--- src/rtl/skew_pol_pkg.sv ---
package skew_pol_pkg;
  localparam int SIDE_REF  = 0;
  localparam int SIDE_CHAN = 1;
  localparam int NUM_SIDES = 2;

  typedef struct packed {
    logic a;
    logic b;
  } decision_t;

  localparam decision_t DEC_RESET     = '{a: 1'b0, b: 1'b0};
  localparam decision_t DEC_REF_LEADS = '{a: 1'b1, b: 1'b0};
  localparam decision_t DEC_CH_LEADS  = '{a: 1'b0, b: 1'b1};
endpackage

--- src/rtl/skew_capture_cell.sv ---
module skew_capture_cell (
  input  logic clk_i,
  input  logic rst_ni,
  input  logic clear_i,
  input  logic block_i,
  input  logic edge_i,
  input  logic rival_edge_i,
  input  logic rival_set_i,
  output logic set_o
);
  logic set_q;
  logic win;

  // a same-cycle rival strobe is a tie: nobody wins
  assign win = edge_i & ~rival_edge_i & ~rival_set_i & ~block_i;

  always_ff @(posedge clk_i or negedge rst_ni) begin
    if (!rst_ni)      set_q <= 1'b0;
    else if (clear_i) set_q <= 1'b0;
    else if (win)     set_q <= 1'b1;
  end

  assign set_o = set_q;

  p_sticky_r2: assert property (@(posedge clk_i) disable iff (!rst_ni)
    (set_q && !clear_i) |=> set_q);
  p_clear_r4: assert property (@(posedge clk_i) disable iff (!rst_ni)
    clear_i |=> !set_q);
endmodule

--- src/rtl/skew_forced_flag.sv ---
module skew_forced_flag (
  input  logic clk_i,
  input  logic rst_ni,
  input  logic ph1_i,
  input  logic ph3_i,
  input  logic any_set_i,
  output logic fd_o
);
  logic fd_q;

  always_ff @(posedge clk_i or negedge rst_ni) begin
    if (!rst_ni)                    fd_q <= 1'b0;
    else if (ph1_i)                 fd_q <= 1'b0;
    else if (ph3_i && !any_set_i)   fd_q <= 1'b1;
  end

  assign fd_o = fd_q;

  p_fd_hold_r6: assert property (@(posedge clk_i) disable iff (!rst_ni)
    (fd_q && !ph1_i) |=> fd_q);
  p_fd_clear_r4: assert property (@(posedge clk_i) disable iff (!rst_ni)
    ph1_i |=> !fd_q);
endmodule

--- src/rtl/skew_decision_reg.sv ---
module skew_decision_reg
  import skew_pol_pkg::*;
(
  input  logic clk_i,
  input  logic rst_ni,
  input  logic ph1_i,
  input  logic ph3_i,
  input  logic chan_set_i,
  output logic a_o,
  output logic b_o,
  output logic valid_o
);
  decision_t dec_q;
  logic      valid_q;
  logic      strobe;

  assign strobe = ph3_i & ~ph1_i;

  always_ff @(posedge clk_i or negedge rst_ni) begin
    if (!rst_ni) begin
      dec_q   <= DEC_RESET;
      valid_q <= 1'b0;
    end else begin
      valid_q <= strobe;
      if (strobe) dec_q <= chan_set_i ? DEC_CH_LEADS : DEC_REF_LEADS;
    end
  end

  assign a_o     = dec_q.a;
  assign b_o     = dec_q.b;
  assign valid_o = valid_q;

  p_valid_r7: assert property (@(posedge clk_i) disable iff (!rst_ni)
    (ph3_i && !ph1_i) |=> valid_o);
  p_valid_low_r7: assert property (@(posedge clk_i) disable iff (!rst_ni)
    !(ph3_i && !ph1_i) |=> !valid_o);
  p_ph1_prio_r9: assert property (@(posedge clk_i) disable iff (!rst_ni)
    ph1_i |=> !valid_o);
  p_compl_r3: assert property (@(posedge clk_i) disable iff (!rst_ni)
    valid_o |-> (a_o != b_o));
  p_hold_r8: assert property (@(posedge clk_i) disable iff (!rst_ni)
    !valid_o |-> $stable({a_o, b_o}));
endmodule

--- src/rtl/skew_polarity_latch.sv ---
module skew_polarity_latch
  import skew_pol_pkg::*;
(
  input  logic clk_i,
  input  logic rst_ni,
  input  logic ref_edge_i,
  input  logic chan_edge_i,
  input  logic ph1_i,
  input  logic ph3_i,
  output logic a_o,
  output logic b_o,
  output logic fd_o,
  output logic valid_o
);
  logic [NUM_SIDES-1:0] edge_w;
  logic [NUM_SIDES-1:0] set_w;
  logic                 block_w;
  logic                 fd_w;

  assign edge_w[SIDE_REF]  = ref_edge_i;
  assign edge_w[SIDE_CHAN] = chan_edge_i;
  // no capture at the decision point or after a forced decision
  assign block_w = ph3_i | fd_w;

  for (genvar g = 0; g < NUM_SIDES; g++) begin : g_side
    skew_capture_cell u_cell (
      .clk_i        (clk_i),
      .rst_ni       (rst_ni),
      .clear_i      (ph1_i),
      .block_i      (block_w),
      .edge_i       (edge_w[g]),
      .rival_edge_i (edge_w[NUM_SIDES-1-g]),
      .rival_set_i  (set_w[NUM_SIDES-1-g]),
      .set_o        (set_w[g])
    );
  end

  skew_forced_flag u_fd (
    .clk_i     (clk_i),
    .rst_ni    (rst_ni),
    .ph1_i     (ph1_i),
    .ph3_i     (ph3_i),
    .any_set_i (|set_w),
    .fd_o      (fd_w)
  );

  skew_decision_reg u_dec (
    .clk_i      (clk_i),
    .rst_ni     (rst_ni),
    .ph1_i      (ph1_i),
    .ph3_i      (ph3_i),
    .chan_set_i (set_w[SIDE_CHAN]),
    .a_o        (a_o),
    .b_o        (b_o),
    .valid_o    (valid_o)
  );

  assign fd_o = fd_w;

  p_mutex_r2: assert property (@(posedge clk_i) disable iff (!rst_ni)
    $countones(set_w) <= 1);
  p_tie_r5: assert property (@(posedge clk_i) disable iff (!rst_ni)
    (ref_edge_i && chan_edge_i && set_w == '0) |=> (set_w == '0));
  p_forced_r6: assert property (@(posedge clk_i) disable iff (!rst_ni)
    fd_o |-> (a_o && !b_o));
  p_block_r10: assert property (@(posedge clk_i) disable iff (!rst_ni)
    ((ph3_i || fd_o) && set_w == '0) |=> (set_w == '0));
  p_fd_excl_r6: assert property (@(posedge clk_i) disable iff (!rst_ni)
    fd_o |-> (set_w == '0));
endmodule

--- config.mk ---
export PLATFORM = sky130hd
export DESIGN_NAME = skew_polarity_latch
export DESIGN_NICKNAME = d
export VERILOG_FILES = /design/src/rtl/skew_pol_pkg.sv /design/src/rtl/skew_capture_cell.sv /design/src/rtl/skew_forced_flag.sv /design/src/rtl/skew_decision_reg.sv /design/src/rtl/skew_polarity_latch.sv
export SDC_FILE = /design/constraint.sdc
export NUM_CORES = 1
export LEC_CHECK = 0
export ABC_AREA = 1
export CORE_AREA = 5 5 42 44
export CTS_CLUSTER_DIAMETER = 40
export CTS_CLUSTER_SIZE = 10
export DETAILED_ROUTE_END_ITERATION = 16
export DIE_AREA = 0 0 47 49
export SLEW_MARGIN = 30
export SYNTH_ARGS = -nofsm -noshare
export SYNTH_HDL_FRONTEND = slang
export SYNTH_SLANG_ARGS = --single-unit
--- constraint.sdc ---
create_clock -name clk_i -period 1.1 [get_ports clk_i]
set_input_delay 0.22 -clock clk_i [delete_from_list [all_inputs] [get_ports clk_i]]
set_output_delay 0.22 -clock clk_i [all_outputs]
set_load 0.05 [all_outputs]
# Yosys cells after proc, flatten, opt, wreduce, memory -nomap -nowiden
# Cells that the tools add are included.
# word_totals
register_bits	6
wordCells	33
# op_classes
muxes	7
bitwise_logic	14
n_reduce_logical	6
# op_table
cell	count
bitwise AND 1 bit	7
two-way mux 1 bit	6
inverter 1 bit	6
nonzero test 2 bit	3
two-way mux 2 bit	1
OR reduction 2 bit	1
logical AND 1 bit	1
logical NOT 1 bit	1
bitwise OR 1 bit	1

# Logic depth before layout (Yosys ltp)
# Gate-level depths: netlist of run 1.
# logic_depth
word_depth	6
ltp_mapped	4
ltp_nobuf	4

# Cells and area by module
# From an unflattened synthesis of run 1, not the netlist that was laid out.
# unflattened
hier_cells	38
hier_area_um2	290.3
# modules_own_cells
module	instances	cells_each	area_each_um2	seq_area_each_um2
skew_decision_reg	1	13	117.6	75.1
skew_capture_cell	2	7	52.6	25.0
skew_forced_flag	1	5	45.0	25.0
skew_polarity_latch	1	6	22.5	0.0

# Worst setup path before layout of run 1
# OpenSTA, ideal clock, no wires.
# synth_path
path_kind	register -> register
from	reg u_fd.fd_q (netlist: u_fd.fd_o)
to	reg g_side[1].u_cell.set_q
setup_ps	77
arrival_ps	899
required_time_ps	1023
path_slack_ps	124
path_stages_with_launch	4
n_path_buf	0
cell_sequence	dfrtp_1 nor2_1 nand2_1 a21oi_1
# synth_between
elab_chain_cells	4
# synth_lines
item	line	text
start: declaration	skew_forced_flag.sv:9	logic fd_q;
start signal: assignment	skew_forced_flag.sv:12	if (!rst_ni) fd_q <= 1'b0;
start signal: assignment	skew_forced_flag.sv:13	else if (ph1_i) fd_q <= 1'b0;
start signal: assignment	skew_forced_flag.sv:14	else if (ph3_i && !any_set_i) fd_q <= 1'b1;
bitwise OR 1 bit	skew_polarity_latch.sv:23	assign block_w = ph3_i | fd_w;
inverter 1 bit	skew_capture_cell.sv:15	assign win = edge_i & ~rival_edge_i & ~rival_set_i & ~block_i;
bitwise AND 1 bit	skew_capture_cell.sv:15	
nonzero test 2 bit (no source line)	n/a	
end signal: assignment	skew_capture_cell.sv:18	if (!rst_ni) set_q <= 1'b0;
end signal: assignment	skew_capture_cell.sv:19	else if (clear_i) set_q <= 1'b0;
end signal: assignment	skew_capture_cell.sv:20	else if (win) set_q <= 1'b1;
end: declaration	skew_capture_cell.sv:11	logic set_q;
# Every way passes these cells.
# A chain may end at the register's enable or synchronous reset.

# Worst setup path in the final report of run 1
# layout_path
from	reg u_fd.fd_q (netlist: u_fd.fd_o)
to	out fd_o
# layout_lines
item	line	text
end: declaration	skew_polarity_latch.sv:12	output logic fd_o,
# No word-level cell between the ends.

==> results of run 1 <==
## cell families after synthesis
family	synth area share
AO/OA/AOI/OAI	0.126
buffers and inverters	0.0874
flip-flops	0.583
AND/OR/NAND/NOR	0.204
## metal layers
layer | vias to the layer above | share of wire | GRT usage
met5 | - | 0 | 0
met4 | 0 | 0.052 | 0.0691
met3 | 4 | 0.12 | 0.0369
met2 | 10 | 0.42 | 0.0701
met1 | 107 | 0.40 | 0.0562
li1 | 114 | - | -
## layout by cell type (no fill, tap or decap), drive strengths merged
cell type      count
dfrtp              6
nand2              6
inv                6
clkdlybuf4s50      5
buf                4
nor2               4
o21ai              3
clkbuf             3
a21oi              2
o21a               1
nand3              1
## Yosys cell counts
cell	n
inv_1	5
nor2_4	1
inv_2	1
dfrtp_1	6
nand2_2	1
nand2_1	5
a21oi_1	2
nor2_1	3
o21a_1	1
nand3_1	1
o21ai_0	3
## through the flow
stage	hold WS [ps]	util	power, uW	TNS (ps)
2_1_floorplan	-75.6	-	306	0
3_3_place_gp	484	0.291	382	-91.1
3_5_place_dp	486	0.291	384	-154
4_1_cts	220	0.307	593	0
5_1_grt	237	0.307	607	0
6_report	216	0.307	577	0
## layout make-up
class / instances / area (um2) / area share
Clock buffer: 3 / 22.5 / 0.0523
Inverter: 6 / 22.5 / 0.0523
Multi-Input combinational cell: 17 / 85.1 / 0.198
Sequential cell: 6 / 150 / 0.349
Tap cell: 16 / 20.0 / 0.0465
Timing Repair Buffer: 9 / 130 / 0.302
## worst register-to-register path, stage by stage, from the launching register on
cell     delay, ps
dfrtp_1        410
nor2_1         160
nand2_1         70
a21oi_1        130
## state kept, by name (all words and copies together) (netlist names)
signal and cells:
g_side.u_cell.set_o 2, u_dec.a_o 1, u_dec.b_o 1, u_dec.valid_o 1, u_fd.fd_o 1
## power by group through the flow
stage	Combinational [uW]	Sequential (uW)	Clock, uW
global placement	131	251	0
CTS	133	248	212
floorplan	25.4	280	0
finish	131	248	198
global route	139	250	219
detailed placement	132	252	0
## final timing paths
check | startpoint | endpoint | cells past startpoint
setup / recovery | u_fd.fd_o | fd_o | 1
hold / removal | rst_ni | g_side[1].u_cell.set_o | 1
setup reg to reg | u_fd.fd_o | g_side[1].u_cell.set_o | 3
hold reg to reg | g_side[0].u_cell.set_o | g_side[1].u_cell.set_o | 3
max in group asynchronous | rst_ni | u_dec.b_o | 1
min in group clk_i | g_side[0].u_cell.set_o | g_side[1].u_cell.set_o | 3
==> flow_summary.json, run 1 <==
{
  "outcome": "complete, no violations",
  "stdcell_area_um2": 430,
  "layout.cells.non_filler": 57,
  "n_antenna_cell": 0,
  "drt-total-wl_um": 557,
  "cap_violations": 0,
  "detailedRoute.firstIterationViolations": 3,
  "netlist_area_um2": 258,
  "cts_hold_buf": 0,
  "grt_pass1_wl_um": 848,
  "syn-instance-count": 29,
  "r2r_slack_ps": 250,
  "vias": 235,
  "grt_pass1_vias": 218,
  "io_pins": 10,
  "min-delay-path-class": "input pin to asynchronous set/reset pin",
  "end_kind": "primary output",
  "combPwrFrac": 0.227,
  "tightestPinTransition_ps": 271,
  "place_hpwl_um": 475,
  "p_sw_frac": 0.268,
  "cp.required_ps": 880,
  "clk_pin_slew_ps": 40,
  "start_util": 0.184,
  "leakage_uw": 0.000203,
  "port_buffers": 9,
  "core_area_um2": 1400,
  "dp_cells": 54,
  "p_int_uw": 422,
  "htree_levels": 1,
  "critPathKind": "flip-flop to primary output",
  "clockRootBuffer": "clkbuf_4",
  "dr.pass1.iters": 2,
  "num_rows": 14,
  "critical_path.top_delay_family": "flip-flops",
  "layout-drive-gt1-share": 0.244,
  "overflow": 0,
  "antenna_found_initial": 0,
  "placed_cell_area_um2": 408,
  "max_freq_mhz": 958,
  "cts_made_buffers": 3,
  "fp.dieH_um": 49,
  "synth.distinct_cells": 11,
  "drv_slew": 0,
  "netlist_top_cells_area": "dfrtp_1 (58%), inv_1 (7.3%), nand2_1 (7.3%)",
  "layout.nets": 49,
  "rsz0062_at_grt": "false",
  "drc": 0,
  "p_clk_frac": 0.343,
  "postSynthAreaPerCell_um2": 8.89,
  "cp.arrival_ps": 820,
  "drt-wirelength-per-cell_um": 9.77,
  "clockBufferDepth": 2,
  "crit_buf_inv": 1,
  "timing.final.crit_share": 0.949,
  "ctsResizeCount": 0,
  "crit_chain": "buf_12",
  "place_ws_ps": -79.7,
  "final-hold-violation-count": 0,
  "ys_seq_elements": 6,
  "finalSetupViolations": 0,
  "detail-route-antenna-nets": 0,
  "dieArea_um2": 2300,
  "critPathLaunchType": "flip-flop",
  "cts_setup_buffers": 0,
  "ir_worst_vdd_uv": 483,
  "fin_ws_ps": 55.9,
  "powerDensity_nw_per_um2": 1340,
  "max_stage_delay_ps": 410,
  "ys_seq_area_frac": 0.583,
  "yosysTopAreaCellShare": 0.583,
  "place.gp.congestion": 0.687,
  "area_delta_synth_final_pct": 67.0,
  "slew_headroom": 0.819,
  "clkLatencyLatePin_ps": 240,
  "grt_start_max_net_pins": 7,
  "cts_sinks": 6,
  "grtUsageTotal": 0.0574,
  "via_per_inst": 4.12,
  "worst_path_max_delay_cell": "dfrtp_1",
  "switchingPower_uw": 155,
  "power.share.sequential": 0.430,
  "fillers": 153,
  "finalWorstPathRequiredPeriod_ps": 1040,
  "finalClockSkew_ps": 5.09,
  "path_max_fanout": 3,
  "syn_nets": 35,
  "dieWidth_um": 47,
  "synth_largest_area_cell": "dfrtp_1",
  "tritoncts": "built",
  "ys_warn_count": 0
}
(Power assumes the default switching activity.)
==> run 2: changes to the inputs <==
Settings changed: SLEW_MARGIN 30 to 5.
Clock period 1.1 ns to 1.2 ns, I/O delays scaled along.
==> run 2 against run 1 <==
  * Flip-flop and latch count is the same
  * Clock power shrank 8%
  * First-iteration DRC count is the same
  * Clock-buffer cell count is the same
  * Non-clock buffer count is the same
  * Sequential share of layout area is the same
==> flow_summary.json, run 2 (synthesized netlist as in run 1, its figures left out) <==
{
  "critPathKind": "flip-flop to primary output",
  "area_delta_synth_final_pct": 67.0,
  "cp.required_ps": 960,
  "drc": 0,
  "r2r-start": "u_fd.fd_o",
  "crit_buf_inv": 1,
  "htree_levels": 1,
  "rsz0062_at_grt": "false",
  "max_freq_mhz": 947,
  "detailedRoute.firstIterationViolations": 3,
  "antenna_found_initial": 0,
  "drv_slew": 0,
  "cts_made_buffers": 3,
  "layout.cells.non_filler": 57,
  "via_per_inst": 3.93,
  "grt_pass1_wl_um": 959,
  "num_rows": 14,
  "post-route-util": 0.307,
  "final-hold-violation-count": 0,
  "detail-route-antenna-nets": 0,
  "critPathLaunchType": "flip-flop",
  "overflow": 0,
  "combPwrFrac": 0.227,
  "grtUsageMet3": 0.0554,
  "clk_pin_slew_ps": 50,
  "max_stage_delay_ps": 410,
  "clockBufferDepth": 2,
  "cts_sinks": 6,
  "dieArea_um2": 2300,
  "startpoint": "u_fd.fd_o",
  "finalClockSkew_ps": 4.53,
  "place_hpwl_um": 439,
  "ir_worst_vdd_uv": 414,
  "drt-wirelength-per-cell_um": 9.47,
  "critical_path.top_delay_family": "flip-flops",
  "min-delay-path-class": "input pin to asynchronous set/reset pin",
  "drt-total-wl_um": 540,
  "slew_headroom": 0.798,
  "grtUsageTotal": 0.0630,
  "ctsResizeCount": 0,
  "p_total_uw": 529,
  "powerDensity_nw_per_um2": 1230,
  "layout.nets": 49,
  "final_common_cell": "dfrtp_1",
  "dp_cells": 54,
  "r2r_slack_ps": 320,
  "fillers": 156,
  "met2_usage": 0.0769,
  "fp.dieH_um": 49,
  "place.gp.congestion": 0.684,
  "p_clk_frac": 0.344,
  "cap_violations": 0,
  "path_max_fanout": 3,
  "dieWidth_um": 47,
  "largest_reg_flops": 2,
  "grt_start_max_net_pins": 7,
  "dr.pass1.iters": 4,
  "grt.busiest_layer": "met2",
  "finalWorstPathRequiredPeriod_ps": 1060,
  "clkLatencyLatePin_ps": 240,
  "tightestPinTransition_ps": 302,
  "power.share.sequential": 0.429,
  "end_kind": "primary output",
  "vias": 224,
  "switchingPower_uw": 142,
  "start_util": 0.184,
  "timing.final.crit_share": 0.880,
  "cts_hold_buf": 0,
  "cts_setup_buffers": 0,
  "cp.arrival_ps": 820,
  "crit_chain": "buf_12",
  "use_met1": 0.0759,
  "worst_path_max_delay_cell": "dfrtp_1",
  "io_pins": 10,
  "whs_ps": 251,
  "tns_ps": 0,
  "mostFrequentLayoutCells": "dfrtp_1 (6), nand2_1 (5), inv_1 (5), clkdlybuf4s50_1 (5), buf_12 (4)",
  "grt_pass1_vias": 218,
  "outcome": "complete, no violations",
  "clockRootBuffer": "clkbuf_4",
  "layout-drive-gt1-share": 0.244,
  "p_sw_frac": 0.269,
  "tritoncts": "built",
  "port_buffers": 9,
  "leakage_uw": 0.000203,
  "finalSetupViolations": 0,
  "p_int_uw": 387,
  "core_area_um2": 1400,
  "n_antenna_cell": 0
}
## run 2: cell counts in the layout (fill, tap and decap cells not counted)
No cell type changed its count.
## run 2: area by class of cell
cell class / instances / area (um2) / area share
clock buffer: 3 / 22.5 / 0.0523
sequential: 6 / 150 / 0.349
timing repair buffer: 9 / 130 / 0.302
tap: 16 / 20.0 / 0.0465
inverter: 6 / 22.5 / 0.0523
multi-input combinational: 17 / 85.1 / 0.198
## run 2: power by group through the flow
stage	clock network [uW]	registers [uW]	logic (uW)
6_report	182	227	120
5_1_grt	205	229	130
4_1_cts	193	227	122
3_5_place_dp	0	230	121
3_3_place_gp	0	230	120
2_1_floorplan	0	257	23.3
## run 2: worst register-to-register path: cells and delay by family (launching register included)
family,cells,cell delay (ps)
DFF,1,410
and+or+nand+nor,2,240
AOI/OAI and AO/OA,1,150
## run 2: worst paths after layout
| kind | to | cells after the start |
|---|---|---|
| max in group asynchronous | g_side[0].u_cell.set_o | 1 |
| max | fd_o | 1 |
| min | u_dec.b_o | 1 |
| max reg2reg | g_side[1].u_cell.set_o | 3 |
| min reg2reg | u_dec.a_o | 1 |
| min in group clk_i | u_dec.a_o | 1 |
## run 2: stage by stage
step / cell area (um2) / setup slack (ps)
finish: 430 / 144
global route: 430 / 109
CTS: 430 / 133
detailed placement: 408 / 15.7
global placement: 408 / 8.19
floorplan: 258 / 224
## run 2: routing by layer
metal / part of all wire / vias up
met3: 0.15 / 2
li1: - / 114
met5: 0 / -
met4: 0.017 / 0
met2: 0.43 / 11
met1: 0.41 / 97
==> run 3: changes to the inputs <==
Settings changed: SLEW_MARGIN 5 to default.
==> results of run 3 <==
Final layout, timing and power as in run 2 (identical DEF).
